===== src/rtl/nor_seq_pkg.sv =====
package nor_seq_pkg;
  localparam int AW = 20;
  localparam int DW = 16;

  localparam logic [AW-1:0] UNLOCK_A1 = 20'h05555;
  localparam logic [AW-1:0] UNLOCK_A2 = 20'h02AAA;

  localparam logic [7:0] CMD_UL1   = 8'hAA;
  localparam logic [7:0] CMD_UL2   = 8'h55;
  localparam logic [7:0] CMD_PROG  = 8'hA0;
  localparam logic [7:0] CMD_ERASE = 8'h80;
  localparam logic [7:0] CMD_ID    = 8'h90;
  localparam logic [7:0] CMD_QRY   = 8'h98;
  localparam logic [7:0] CMD_EXIT  = 8'hF0;
  localparam logic [7:0] CMD_SECT  = 8'h30;
  localparam logic [7:0] CMD_BLK   = 8'h50;
  localparam logic [7:0] CMD_CHIP  = 8'h10;

  typedef enum logic [1:0] {VIEW_ARRAY, VIEW_ID, VIEW_QRY} view_e;
  typedef enum logic [1:0] {OP_PROG, OP_SECT, OP_BLK, OP_CHIP} op_e;
  typedef enum logic [2:0] {
    SQ_IDLE, SQ_U1, SQ_U2, SQ_PGM, SQ_E3, SQ_E4, SQ_E5
  } seq_e;
endpackage


===== src/rtl/nor_cmd_fsm.sv =====
module nor_cmd_fsm
  import nor_seq_pkg::*;
(
  input  logic          clk_i,
  input  logic          rst_ni,
  input  logic          wr_i,
  input  logic          busy_i,
  input  logic [AW-1:0] addr_i,
  input  logic [7:0]    cmd_i,
  output logic          start_o,
  output op_e           op_o,
  output view_e         view_o
);
  seq_e  seq_q, seq_d;
  view_e view_q, view_d;
  logic  bad;
  logic  at_a1, at_a2;

  assign at_a1 = (addr_i == UNLOCK_A1);
  assign at_a2 = (addr_i == UNLOCK_A2);

  always_comb begin
    seq_d   = seq_q;
    view_d  = view_q;
    start_o = 1'b0;
    op_o    = OP_PROG;
    bad     = 1'b0;
    if (wr_i && !busy_i) begin
      seq_d = SQ_IDLE;
      unique case (seq_q)
        SQ_IDLE: if (at_a1 && cmd_i == CMD_UL1) seq_d = SQ_U1; else bad = 1'b1;
        SQ_U1:   if (at_a2 && cmd_i == CMD_UL2) seq_d = SQ_U2; else bad = 1'b1;
        SQ_U2: begin
          if (!at_a1) bad = 1'b1;
          else begin
            case (cmd_i)
              CMD_PROG:  seq_d  = SQ_PGM;
              CMD_ERASE: seq_d  = SQ_E3;
              CMD_ID:    view_d = VIEW_ID;
              CMD_QRY:   view_d = VIEW_QRY;
              CMD_EXIT:  view_d = VIEW_ARRAY;
              default:   bad    = 1'b1;
            endcase
          end
        end
        SQ_PGM: begin
          start_o = 1'b1;
          op_o    = OP_PROG;
        end
        SQ_E3: if (at_a1 && cmd_i == CMD_UL1) seq_d = SQ_E4; else bad = 1'b1;
        SQ_E4: if (at_a2 && cmd_i == CMD_UL2) seq_d = SQ_E5; else bad = 1'b1;
        SQ_E5: begin
          if (cmd_i == CMD_SECT) begin
            start_o = 1'b1; op_o = OP_SECT;
          end else if (cmd_i == CMD_BLK) begin
            start_o = 1'b1; op_o = OP_BLK;
          end else if (cmd_i == CMD_CHIP && at_a1) begin
            start_o = 1'b1; op_o = OP_CHIP;
          end else bad = 1'b1;
        end
        default: bad = 1'b1;
      endcase
      if (bad && view_q == VIEW_ID) view_d = VIEW_ARRAY;
    end
  end

  always_ff @(posedge clk_i or negedge rst_ni) begin
    if (!rst_ni) begin
      seq_q  <= SQ_IDLE;
      view_q <= VIEW_ARRAY;
    end else begin
      seq_q  <= seq_d;
      view_q <= view_d;
    end
  end

  assign view_o = view_q;
endmodule


===== src/rtl/nor_busy_timer.sv =====
module nor_busy_timer #(
  parameter int PROG_CYC  = 8,
  parameter int ERASE_CYC = 24
) (
  input  logic clk_i,
  input  logic rst_ni,
  input  logic start_i,
  input  logic is_prog_i,
  output logic busy_o,
  output logic done_o
);
  localparam int MAXC = (PROG_CYC > ERASE_CYC) ? PROG_CYC : ERASE_CYC;
  localparam int CW   = $clog2(MAXC + 1);
  localparam logic [CW-1:0] PROG_LD  = CW'(PROG_CYC - 1);
  localparam logic [CW-1:0] ERASE_LD = CW'(ERASE_CYC - 1);

  logic [CW-1:0] cnt_q;
  logic          busy_q;

  always_ff @(posedge clk_i or negedge rst_ni) begin
    if (!rst_ni) begin
      busy_q <= 1'b0;
      cnt_q  <= '0;
    end else if (start_i) begin
      busy_q <= 1'b1;
      cnt_q  <= is_prog_i ? PROG_LD : ERASE_LD;
    end else if (busy_q) begin
      if (cnt_q == '0) busy_q <= 1'b0;
      else             cnt_q  <= cnt_q - 1'b1;
    end
  end

  assign busy_o = busy_q;
  assign done_o = busy_q && (cnt_q == '0);
endmodule


===== src/rtl/nor_word_array.sv =====
module nor_word_array
  import nor_seq_pkg::*;
#(
  parameter int LO_BITS = 2,
  parameter int SEC_LSB = 11,
  parameter int BLK_LSB = 15,
  parameter int HI_TAP  = 16
) (
  input  logic          clk_i,
  input  logic          rst_ni,
  input  logic          upd_i,
  input  op_e           op_i,
  input  logic [AW-1:0] op_addr_i,
  input  logic [DW-1:0] op_data_i,
  input  logic [AW-1:0] rd_addr_i,
  output logic [DW-1:0] rd_data_o
);
  localparam int IW = LO_BITS + 2;
  localparam int NW = 1 << IW;
  localparam logic [AW-1:0] MAP_MASK =
    (AW'(1) << HI_TAP) | (AW'(1) << SEC_LSB) | AW'((1 << LO_BITS) - 1);

  function automatic logic [AW-1:0] word_addr(logic [IW-1:0] ki);
    logic [AW-1:0] r;
    r = '0;
    for (int b = 0; b < LO_BITS; b++) r[b] = ki[b];
    r[SEC_LSB] = ki[LO_BITS];
    r[HI_TAP]  = ki[LO_BITS+1];
    return r;
  endfunction

  logic [NW-1:0][DW-1:0] words;

  for (genvar k = 0; k < NW; k++) begin : g_word
    localparam logic [AW-1:0] WA = word_addr(IW'(k));
    logic [DW-1:0] word_q;
    logic          hit_prog, hit_sect, hit_blk;

    assign hit_prog = (op_addr_i == WA);
    assign hit_sect = (op_addr_i[AW-1:SEC_LSB] == WA[AW-1:SEC_LSB]);
    assign hit_blk  = (op_addr_i[AW-1:BLK_LSB] == WA[AW-1:BLK_LSB]);

    always_ff @(posedge clk_i or negedge rst_ni) begin
      if (!rst_ni) word_q <= '1;
      else if (upd_i) begin
        unique case (op_i)
          OP_PROG: if (hit_prog) word_q <= word_q & op_data_i;
          OP_SECT: if (hit_sect) word_q <= '1;
          OP_BLK:  if (hit_blk)  word_q <= '1;
          OP_CHIP:               word_q <= '1;
          default: ;
        endcase
      end
    end
    assign words[k] = word_q;
  end

  logic          mapped;
  logic [IW-1:0] idx;
  assign mapped    = ((rd_addr_i & ~MAP_MASK) == '0);
  assign idx       = {rd_addr_i[HI_TAP], rd_addr_i[SEC_LSB], rd_addr_i[LO_BITS-1:0]};
  assign rd_data_o = mapped ? words[idx] : '1;
endmodule


===== src/rtl/nor_cmd_seq.sv =====
module nor_cmd_seq
  import nor_seq_pkg::*;
#(
  parameter int          PROG_CYC  = 8,
  parameter int          ERASE_CYC = 24,
  parameter int          LO_BITS   = 2,
  parameter logic [15:0] MFR_ID    = 16'h00BF,
  parameter logic [15:0] DEV_ID    = 16'h2782
) (
  input  logic          clk_i,
  input  logic          rst_ni,
  input  logic          ce_ni,
  input  logic          we_ni,
  input  logic          oe_ni,
  input  logic [AW-1:0] addr_i,
  input  logic [DW-1:0] data_i,
  output logic [DW-1:0] data_o,
  output logic          busy_o
);
  logic wr_lvl, rd_lvl, wr_q, rd_q, wr_pulse, rd_pulse;
  assign wr_lvl   = !ce_ni && !we_ni && oe_ni;
  assign rd_lvl   = !ce_ni && !oe_ni && we_ni;
  assign wr_pulse = wr_lvl && !wr_q;
  assign rd_pulse = rd_lvl && !rd_q;

  logic          start, done;
  op_e           op_new, op_q;
  view_e         view;
  logic [AW-1:0] op_addr_q;
  logic [DW-1:0] op_data_q;
  logic          tog_q;
  logic [DW-1:0] arr_data, rd_val;

  always_ff @(posedge clk_i or negedge rst_ni) begin
    if (!rst_ni) begin
      wr_q      <= 1'b0;
      rd_q      <= 1'b0;
      op_q      <= OP_PROG;
      op_addr_q <= '0;
      op_data_q <= '0;
      tog_q     <= 1'b1;
    end else begin
      wr_q <= wr_lvl;
      rd_q <= rd_lvl;
      if (start) begin
        op_q      <= op_new;
        op_addr_q <= addr_i;
        op_data_q <= data_i;
        tog_q     <= 1'b1;
      end else if (busy_o && rd_pulse) begin
        tog_q <= ~tog_q;
      end
    end
  end

  nor_cmd_fsm u_fsm (
    .clk_i   (clk_i),
    .rst_ni  (rst_ni),
    .wr_i    (wr_pulse),
    .busy_i  (busy_o),
    .addr_i  (addr_i),
    .cmd_i   (data_i[7:0]),
    .start_o (start),
    .op_o    (op_new),
    .view_o  (view)
  );

  nor_busy_timer #(.PROG_CYC(PROG_CYC), .ERASE_CYC(ERASE_CYC)) u_timer (
    .clk_i     (clk_i),
    .rst_ni    (rst_ni),
    .start_i   (start),
    .is_prog_i (op_new == OP_PROG),
    .busy_o    (busy_o),
    .done_o    (done)
  );

  nor_word_array #(.LO_BITS(LO_BITS)) u_array (
    .clk_i     (clk_i),
    .rst_ni    (rst_ni),
    .upd_i     (done),
    .op_i      (op_q),
    .op_addr_i (op_addr_q),
    .op_data_i (op_data_q),
    .rd_addr_i (addr_i),
    .rd_data_o (arr_data)
  );

  always_comb begin
    rd_val = arr_data;
    if (busy_o) begin
      rd_val    = '0;
      rd_val[7] = (op_q == OP_PROG) ? ~op_data_q[7] : 1'b0;
      rd_val[6] = tog_q;
    end else begin
      unique case (view)
        VIEW_ID: begin
          if      (addr_i == AW'(0)) rd_val = MFR_ID;
          else if (addr_i == AW'(1)) rd_val = DEV_ID;
          else                       rd_val = '0;
        end
        VIEW_QRY: begin
          if      (addr_i == AW'('h10)) rd_val = 16'h0051;
          else if (addr_i == AW'('h11)) rd_val = 16'h0052;
          else if (addr_i == AW'('h12)) rd_val = 16'h0059;
          else                          rd_val = '0;
        end
        default: rd_val = arr_data;
      endcase
    end
  end

  assign data_o = rd_lvl ? rd_val : '0;
endmodule


===== config.mk =====
export PLATFORM = sky130hd
export DESIGN_NAME = nor_cmd_seq
export DESIGN_NICKNAME = d
export VERILOG_FILES = /design/src/rtl/nor_seq_pkg.sv /design/src/rtl/nor_cmd_fsm.sv /design/src/rtl/nor_busy_timer.sv /design/src/rtl/nor_word_array.sv /design/src/rtl/nor_cmd_seq.sv
export SDC_FILE = /design/constraint.sdc
export NUM_CORES = 1
export LEC_CHECK = 0
export BUFFER_PORTS_ARGS = -buffer_cell sky130_fd_sc_hd__buf_2
export CAP_MARGIN = 20
export CORE_UTILIZATION = 58
export CTS_BUF_LIST = sky130_fd_sc_hd__clkbuf_8
export DETAILED_ROUTE_END_ITERATION = 10
export PLACE_DENSITY_LB_ADDON = 0.15
export SYNTH_ARGS = -nofsm -noshare
export SYNTH_HDL_FRONTEND = slang
export SYNTH_SLANG_ARGS = --single-unit
export TNS_END_PERCENT = 1

===== constraint.sdc =====
create_clock -name clk_i -period 3.3 [get_ports clk_i]
set_clock_uncertainty 0.15 [all_clocks]
set_input_delay 0.495 -clock clk_i [delete_from_list [all_inputs] [get_ports clk_i]]
set_output_delay 0.495 -clock clk_i [all_outputs]
set_load 0.01 [all_outputs]

==> flow_summary.toml, run 1 <==
[outcome]
status = "finished clean"

[die]
ios = 58
die_w_um = 159
core_area_um2 = 24200
die_h_um = 159
rows = 57
initial_utilization = 0.591
dieArea_um2 = 25300

[placement]
dpl.hpwl_um = 24100
port-buffer-count = 57
preCtsSetupSlack_ps = 117
gp_congestion = 0.945

[hold_path]
min_path_type = "in2reg"
whs_path_depth = 2

[final_layout]
syn2layout_area_growth_pct = 13.5
regArea_um2 = 8030
antennaDiodeCount = 0
n_fill_cell = 1883
drive_gt1_frac = 0.397
multi_input_area_um2 = 5890
final_nets = 1412

[route]
drc = 0
drtPass1Iterations = 7
drt-total-wl_um = 38000
antenna_left = 0
wl_per_cell_um = 22.0
vias = 10700
drtIter0Drc = 1071
viasPerCell = 6.19

[setup_path]
critPathMaxFanout = 4
end_kind = "output pin"
cp.depth = 10
cp_slowest_cell = "or4_1"
crit_path_max_incr_delay_ps = 590
required_ps = 2650
path_buf_inv = 4
path_cells = "buf_2, or4_1, nor4_2, buf_4, and4_1, buf_4, nand2_1, nor3_1, o22a_1, buf_2"
start_kind = "input pin"
criticalPathCategory = "in2out"
reg2regPathDepth = 10
arrival_ps = 2550
critPathTopFamily = "simple AND/OR/NAND/NOR gates"

[sta]
fin_crit_ps = 3200
maxSlewViolCount = 0
fin_crit_sh = 0.969
setup_viol = 0
holdWs_ps = 15.6
rsz0062_at_grt = "false"
setup_tns_ps = 0
slew_headroom = 0.485
timing.fmax_ghz = 0.313
hold_viol_final = 0
worst_slack_ps = 104
worst_pin_slew_ps = 773

[logic_synthesis]
ys_async_sr_fraction = 1.00
synthDistinctLibCells = 54
synth_nets = 1333
synth-seq-cells = 308
postSynthCellCount = 1288
yosys_warnings = 0
ys.flop_type = "dfstp_2"
synth_edf_count = 0
ys_seq_area_frac = 0.561
postSynthAreaPerCell_um2 = 11.1
synth.cell_area_um2 = 14300

[clocking]
cts_setup_buffers = 0
cts_buffers = 50
clockBufferDepth = 3
clk_pin_slew_ps = 60
clkLatencyLatePin_ps = 560
cts_sinks = 308
cts-root-buf = "clkbuf_8"
h-tree-depth = 2
cts_tree = "built"

[global_routing]
gr-total-overflow = 0
grt_pass1_vias = 10600
grtUsageTotal = 0.314
grt_max_degree = 99
grt_pass1_wl_um = 61400
antenna_found_initial = 0

[pwr]
ir_worst_vdd_mv = 0.326
cellLeakagePower_nw = 7.73
power.density_nw_per_um2 = 469

[run]
drv_cap = 0
placed cells by master, fill, tap and decap left out, drive strengths merged, types with 3 or more instances in the layout:
cell / synthesis / final
nand2: 275 / 275
dfstp: 257 / 257
o21ai: 247 / 247
buf: 11 / 114
mux4: 78 / 78
nor2: 66 / 66
clkbuf: 83 / 62
dfrtp: 51 / 51
mux2: 37 / 37
inv: 11 / 34
a21oi: 24 / 24
nand3: 18 / 18
nor3: 17 / 17
nor4: 12 / 12
nand4: 8 / 8
o21a: 8 / 8
nand2b: 7 / 7
nor2b: 7 / 7
dlygate4sd3: 0 / 7
or4: 6 / 6
nand4b: 5 / 5
and2: 5 / 5
o22a: 4 / 4
xor2: 4 / 4
ha: 4 / 4
a21o: 4 / 4
nor4b: 3 / 3
or3: 3 / 3
logic make-up (layout without fill, tap and decap cells):
logic type / Yosys count / after routing / share of synthesized area
compound gates: 307 / 307 / 0.115
xor+xnor: 5 / 5 / 0.00306
fa+ha+maj: 4 / 4 / 0.00349
buf+inv: 105 / 219 / 0.0294
flops: 308 / 308 / 0.561
mux: 117 / 117 / 0.153
simple gates: 442 / 442 / 0.135
layer usage:
layer / wire length (um) / part of all wire / track usage / vias to the layer above
met2: 17700 / 0.47 / 0.473 / 442
met4: 895 / 0.024 / 0.100 / 0
met5: 0 / 0 / 0 / -
li1: - / - / - / 4713
met1: 16400 / 0.43 / 0.459 / 5454
met3: 2980 / 0.079 / 0.0685 / 76
power breakdown:
| group | internal, mW | total (mW) | leakage, nW | switching, mW |
|---|---|---|---|---|
| clock | 1.68 | 3.17 | 0.575 | 1.49 |
| sequential | 3.86 | 3.96 | 3.33 | 0.0946 |
| combinational | 0.194 | 0.495 | 3.83 | 0.301 |
final timing paths:
| kind | slack (ps) | startpoint | endpoint |
|---|---|---|---|
| setup reg to reg | 370 | u_timer.cnt_q[0] | u_array.g_word[7].word_q[13] |
| hold reg to reg | 330 | u_array.g_word[10].word_q[4] | u_array.g_word[10].word_q[4] |
| setup / recovery | 100 | addr_i[10] | data_o[3] |
| hold / removal | 20 | data_i[15] | op_data_q[15] |
| max in group asynchronous | 1760 | rst_ni | u_array.g_word[14].word_q[1] |
| min in group asynchronous | 480 | rst_ni | op_data_q[15] |
through the flow:
stage               power (mW)  area, um2   util  instances
finish                    7.62      16300  0.671       1726
global route              7.92      16300  0.671       1726
CTS                       7.68      16200  0.670       1724
detailed placement        4.50      15200  0.628       1632
global placement          4.50      15200  0.628       1632
floorplan                 4.26      14300      -       1288
layout make-up:
class,count,share of cell area
Multi-Input combinational cell,875,0.362
Timing Repair Buffer,121,0.0582
Tap cell,324,0.0249
Clock inverter,25,0.00623
Sequential cell,308,0.494
Inverter,11,0.00254
Clock buffer,62,0.0525
state kept, by name, summed over array words and instances, names as in the netlist:
register / flops
op_data_q: 16
u_timer.busy_o: 1
rd_q: 1
tog_q: 1
u_timer.cnt_q: 5
op_q: 2
u_fsm.seq_q: 3
u_fsm.view_o: 2
op_addr_q: 20
u_array.g_word.word_q: 256
wr_q: 1
what timing repair did:
item | in CTS | in global routing
gates resized for setup | 0 | 2
setup endpoints to repair | 0 | 2
hold buffers | 5 | 2
hold endpoints to repair | 6 | 2
cell usage after synthesis, drive strengths merged (8+ instances only):
| master | instances | share of area |
|---|---|---|
| o21ai | 247 | 0.086 |
| a21oi | 24 | 0.0092 |
| nand4 | 8 | 0.0035 |
| mux4 | 78 | 0.12 |
| nand3 | 18 | 0.0063 |
| nor2 | 66 | 0.017 |
| clkbuf | 83 | 0.022 |
| nand2 | 275 | 0.072 |
| buf | 11 | 0.0047 |
| inv | 11 | 0.0029 |
| o21a | 8 | 0.0042 |
| mux2 | 37 | 0.029 |
| nor3 | 17 | 0.0059 |
| dfstp | 257 | 0.47 |
| dfrtp | 51 | 0.089 |
| nor4 | 12 | 0.0063 |
Note: power is estimated with default switching activity, not from simulation.
==> run 2, diff against run 1 <==
ABC_AREA = 1   (was default)
==> run 2 against run 1 <==
  * Non-clock buffer count rose by 6
  * Core utilization grew 0.75 points
  * Synthesized cell count is 35% higher
  * Critical path type is now reg2out
  * Via count grew 20%
  * Clock power grew 5%
  * Final area increased by 2.0%
  * Area after synthesis up 1.6%
==> flow_summary.toml, run 2 <==
[pwr]
ir_worst_vdd_mv = 0.509
power.density_nw_per_um2 = 781
cellLeakagePower_nw = 8.14
p_switching_mw = 4.00
p_int_mw = 8.95
clock_power_share = 0.256
swShare = 0.309
p_comb_frac = 0.190
seqPwrFrac = 0.554

[run]
drv_cap = 0

[route]
drc = 0
drtPass1Iterations = 6
drt-total-wl_um = 42300
wl_per_cell_um = 19.5
vias = 12900
viasPerCell = 5.91
drtIter0Drc = 1186
antenna_left = 0

[setup_path]
end_kind = "output pin"
start_kind = "register"
required_ps = 2650
criticalPathCategory = "reg2out"
critPathMaxFanout = 8
arrival_ps = 2500

[logic_synthesis]
synthDistinctLibCells = 43
synth_top_area_share = 0.464
ys.flop_type = "dfstp_2"
synth_area_leaders = "dfstp_2 (46%), nand2_1 (14%), o21ai_0 (11%), dfrtp_1 (8.8%), nor2_1 (2.7%)"
synth_nets = 1785
synth.cell_area_um2 = 14500
synth_commonest_cells = "nand2_1 (553), o21ai_0 (317), dfstp_2 (257)"
postSynthAreaPerCell_um2 = 8.36
yosys_warnings = 0
synth-seq-cells = 308
ys_seq_area_frac = 0.552
ys_async_sr_fraction = 1.00
postSynthCellCount = 1740
synth_area_leader_cell = "dfstp_2"
synth_edf_count = 0
synth.most_common_cell = "nand2_1"

[final_layout]
multi_input_area_um2 = 5770
layout.cells.non_filler = 2176
final_core_util = 0.678
drive_gt1_frac = 0.251
top_register = "u_array.g_word.word_q"
largest_register_ffs = 256
antennaDiodeCount = 0
syn2layout_area_growth_pct = 14.1
final_common_cell = "nand2_1"
n_fill_cell = 2018
regArea_um2 = 8030
top_regs = "u_array.g_word.word_q: 256 flops, op_addr_q: 20 flops, op_data_q: 16 flops"
final_nets = 1862
final_cell_mix = "nand2_1 (551), o21ai_0 (317), dfstp_2 (257), nor2_1 (105), inv_1 (104)"

[clocking]
clockBufferDepth = 3
h-tree-depth = 2
cts_sinks = 308
cts_tree = "built"
cts-root-buf = "clkbuf_8"
clkLatencyLatePin_ps = 570
clk_pin_slew_ps = 60
cts_buffers = 51

[sta]
rsz0062_at_grt = "false"
fin_crit_ps = 3150
hold_viol_final = 0
worst_pin_slew_ps = 861
maxSlewViolCount = 0
fin_crit_sh = 0.953
slew_headroom = 0.422
worst_slack_ps = 154
setup_tns_ps = 0
setup_viol = 0
holdWs_ps = 28.1
timing.fmax_ghz = 0.318

[placement]
gp_congestion = 0.962
port-buffer-count = 57
dp.cells = 2068
preCtsSetupSlack_ps = 354
dpl.hpwl_um = 26300

[die]
initial_utilization = 0.595
ios = 58
dieArea_um2 = 25700
core_area_um2 = 24500
die_h_um = 160
rows = 57
die_w_um = 160

[hold_path]
min_path_type = "in2reg"

[global_routing]
grt_pass1_wl_um = 67800
gr-total-overflow = 0
grt_pass1_vias = 12500
grt_max_degree = 101
antenna_found_initial = 0
grtUsageTotal = 0.340

[outcome]
status = "finished clean"
## run 2: cell types whose count changed after synthesis, moves of 9 or more
cell / change
nand2_1: +278
clkbuf_1: +10
a22oi_1: +9
o211ai_1: +33
mux2_2: -33
nor3_1: -9
inv_1: +75
nand4_1: +15
mux4_2: -78
o21ai_0: +70
o21ai_1: +22
nor2_1: +39
nand3_1: +44
## run 2: routing by layer
metal  global-route usage  wire length, um  vias up
met1                0.477            18100     6205
met5                    0                0        -
met2                0.532            19300      593
li1                     -                -     5954
met3               0.0612             3560      101
met4                0.128             1390        0
## run 2: final timing paths
check	cells after the start	end	from	slack [ps]
max in group asynchronous	3	u_array.g_word[11].word_q[14]	rst_ni	1680
setup reg to reg	9	u_array.g_word[12].word_q[0]	u_timer.cnt_q[0]	580
setup / recovery	10	data_o[8]	u_fsm.view_o[0]	150
hold / removal	3	op_addr_q[7]	addr_i[7]	30
hold reg to reg	2	u_array.g_word[6].word_q[10]	u_array.g_word[6].word_q[10]	320
min in group asynchronous	2	op_addr_q[16]	rst_ni	460
## run 2: worst max-delay path, stage by stage, from the launching register on
cell and delay [ps]:
dfrtp_1 370, inv_1 50, ha_1 320, inv_1 130, nor4_2 340, buf_6 210
buf_12 130, nand3_1 110, nand2_1 90, inv_1 40, buf_2 130
## run 2: area by class of cell
cell class	instances	area share
sequential	308	0.484
multi-input combinational	1234	0.348
timing repair buffer	127	0.0618
clock buffer	61	0.0506
tap	324	0.0244
inverter	95	0.0215
clock inverter	27	0.00988
## run 2: through the flow
step / cell area, um2 / power (mW)
2_1_floorplan: 14500 / 8.69
3_3_place_gp: 15400 / 9.45
3_5_place_dp: 15400 / 9.62
4_1_cts: 16500 / 13.0
5_1_grt: 16600 / 13.8
6_report: 16600 / 13.0
## run 2: power by group through the flow
stage / clock network (mW) / logic [mW] / registers (mW)
2_1_floorplan: 0 / 1.92 / 6.77
3_3_place_gp: 0 / 2.30 / 7.14
3_5_place_dp: 0 / 2.44 / 7.17
4_1_cts: 3.37 / 2.45 / 7.14
5_1_grt: 3.54 / 2.88 / 7.36
6_report: 3.32 / 2.46 / 7.18
## run 2: cells by family after synthesis
| kind of cell | after synthesis | share of synthesized area |
|---|---|---|
| adders and majority gates | 4 | 0.00344 |
| buffers and inverters | 198 | 0.0520 |
| and+or+nand+nor | 776 | 0.219 |
| AOI/OAI and AO/OA | 450 | 0.171 |
| xor gates and xnor gates | 4 | 0.00241 |
| DFF | 308 | 0.552 |
## run 2: repair_timing
item	CTS	global route
setup buffers	0	3
endpoints found under the setup margin	0	4
hold buffers	15	0
hold endpoints to repair	14	0
resized for setup	0	1
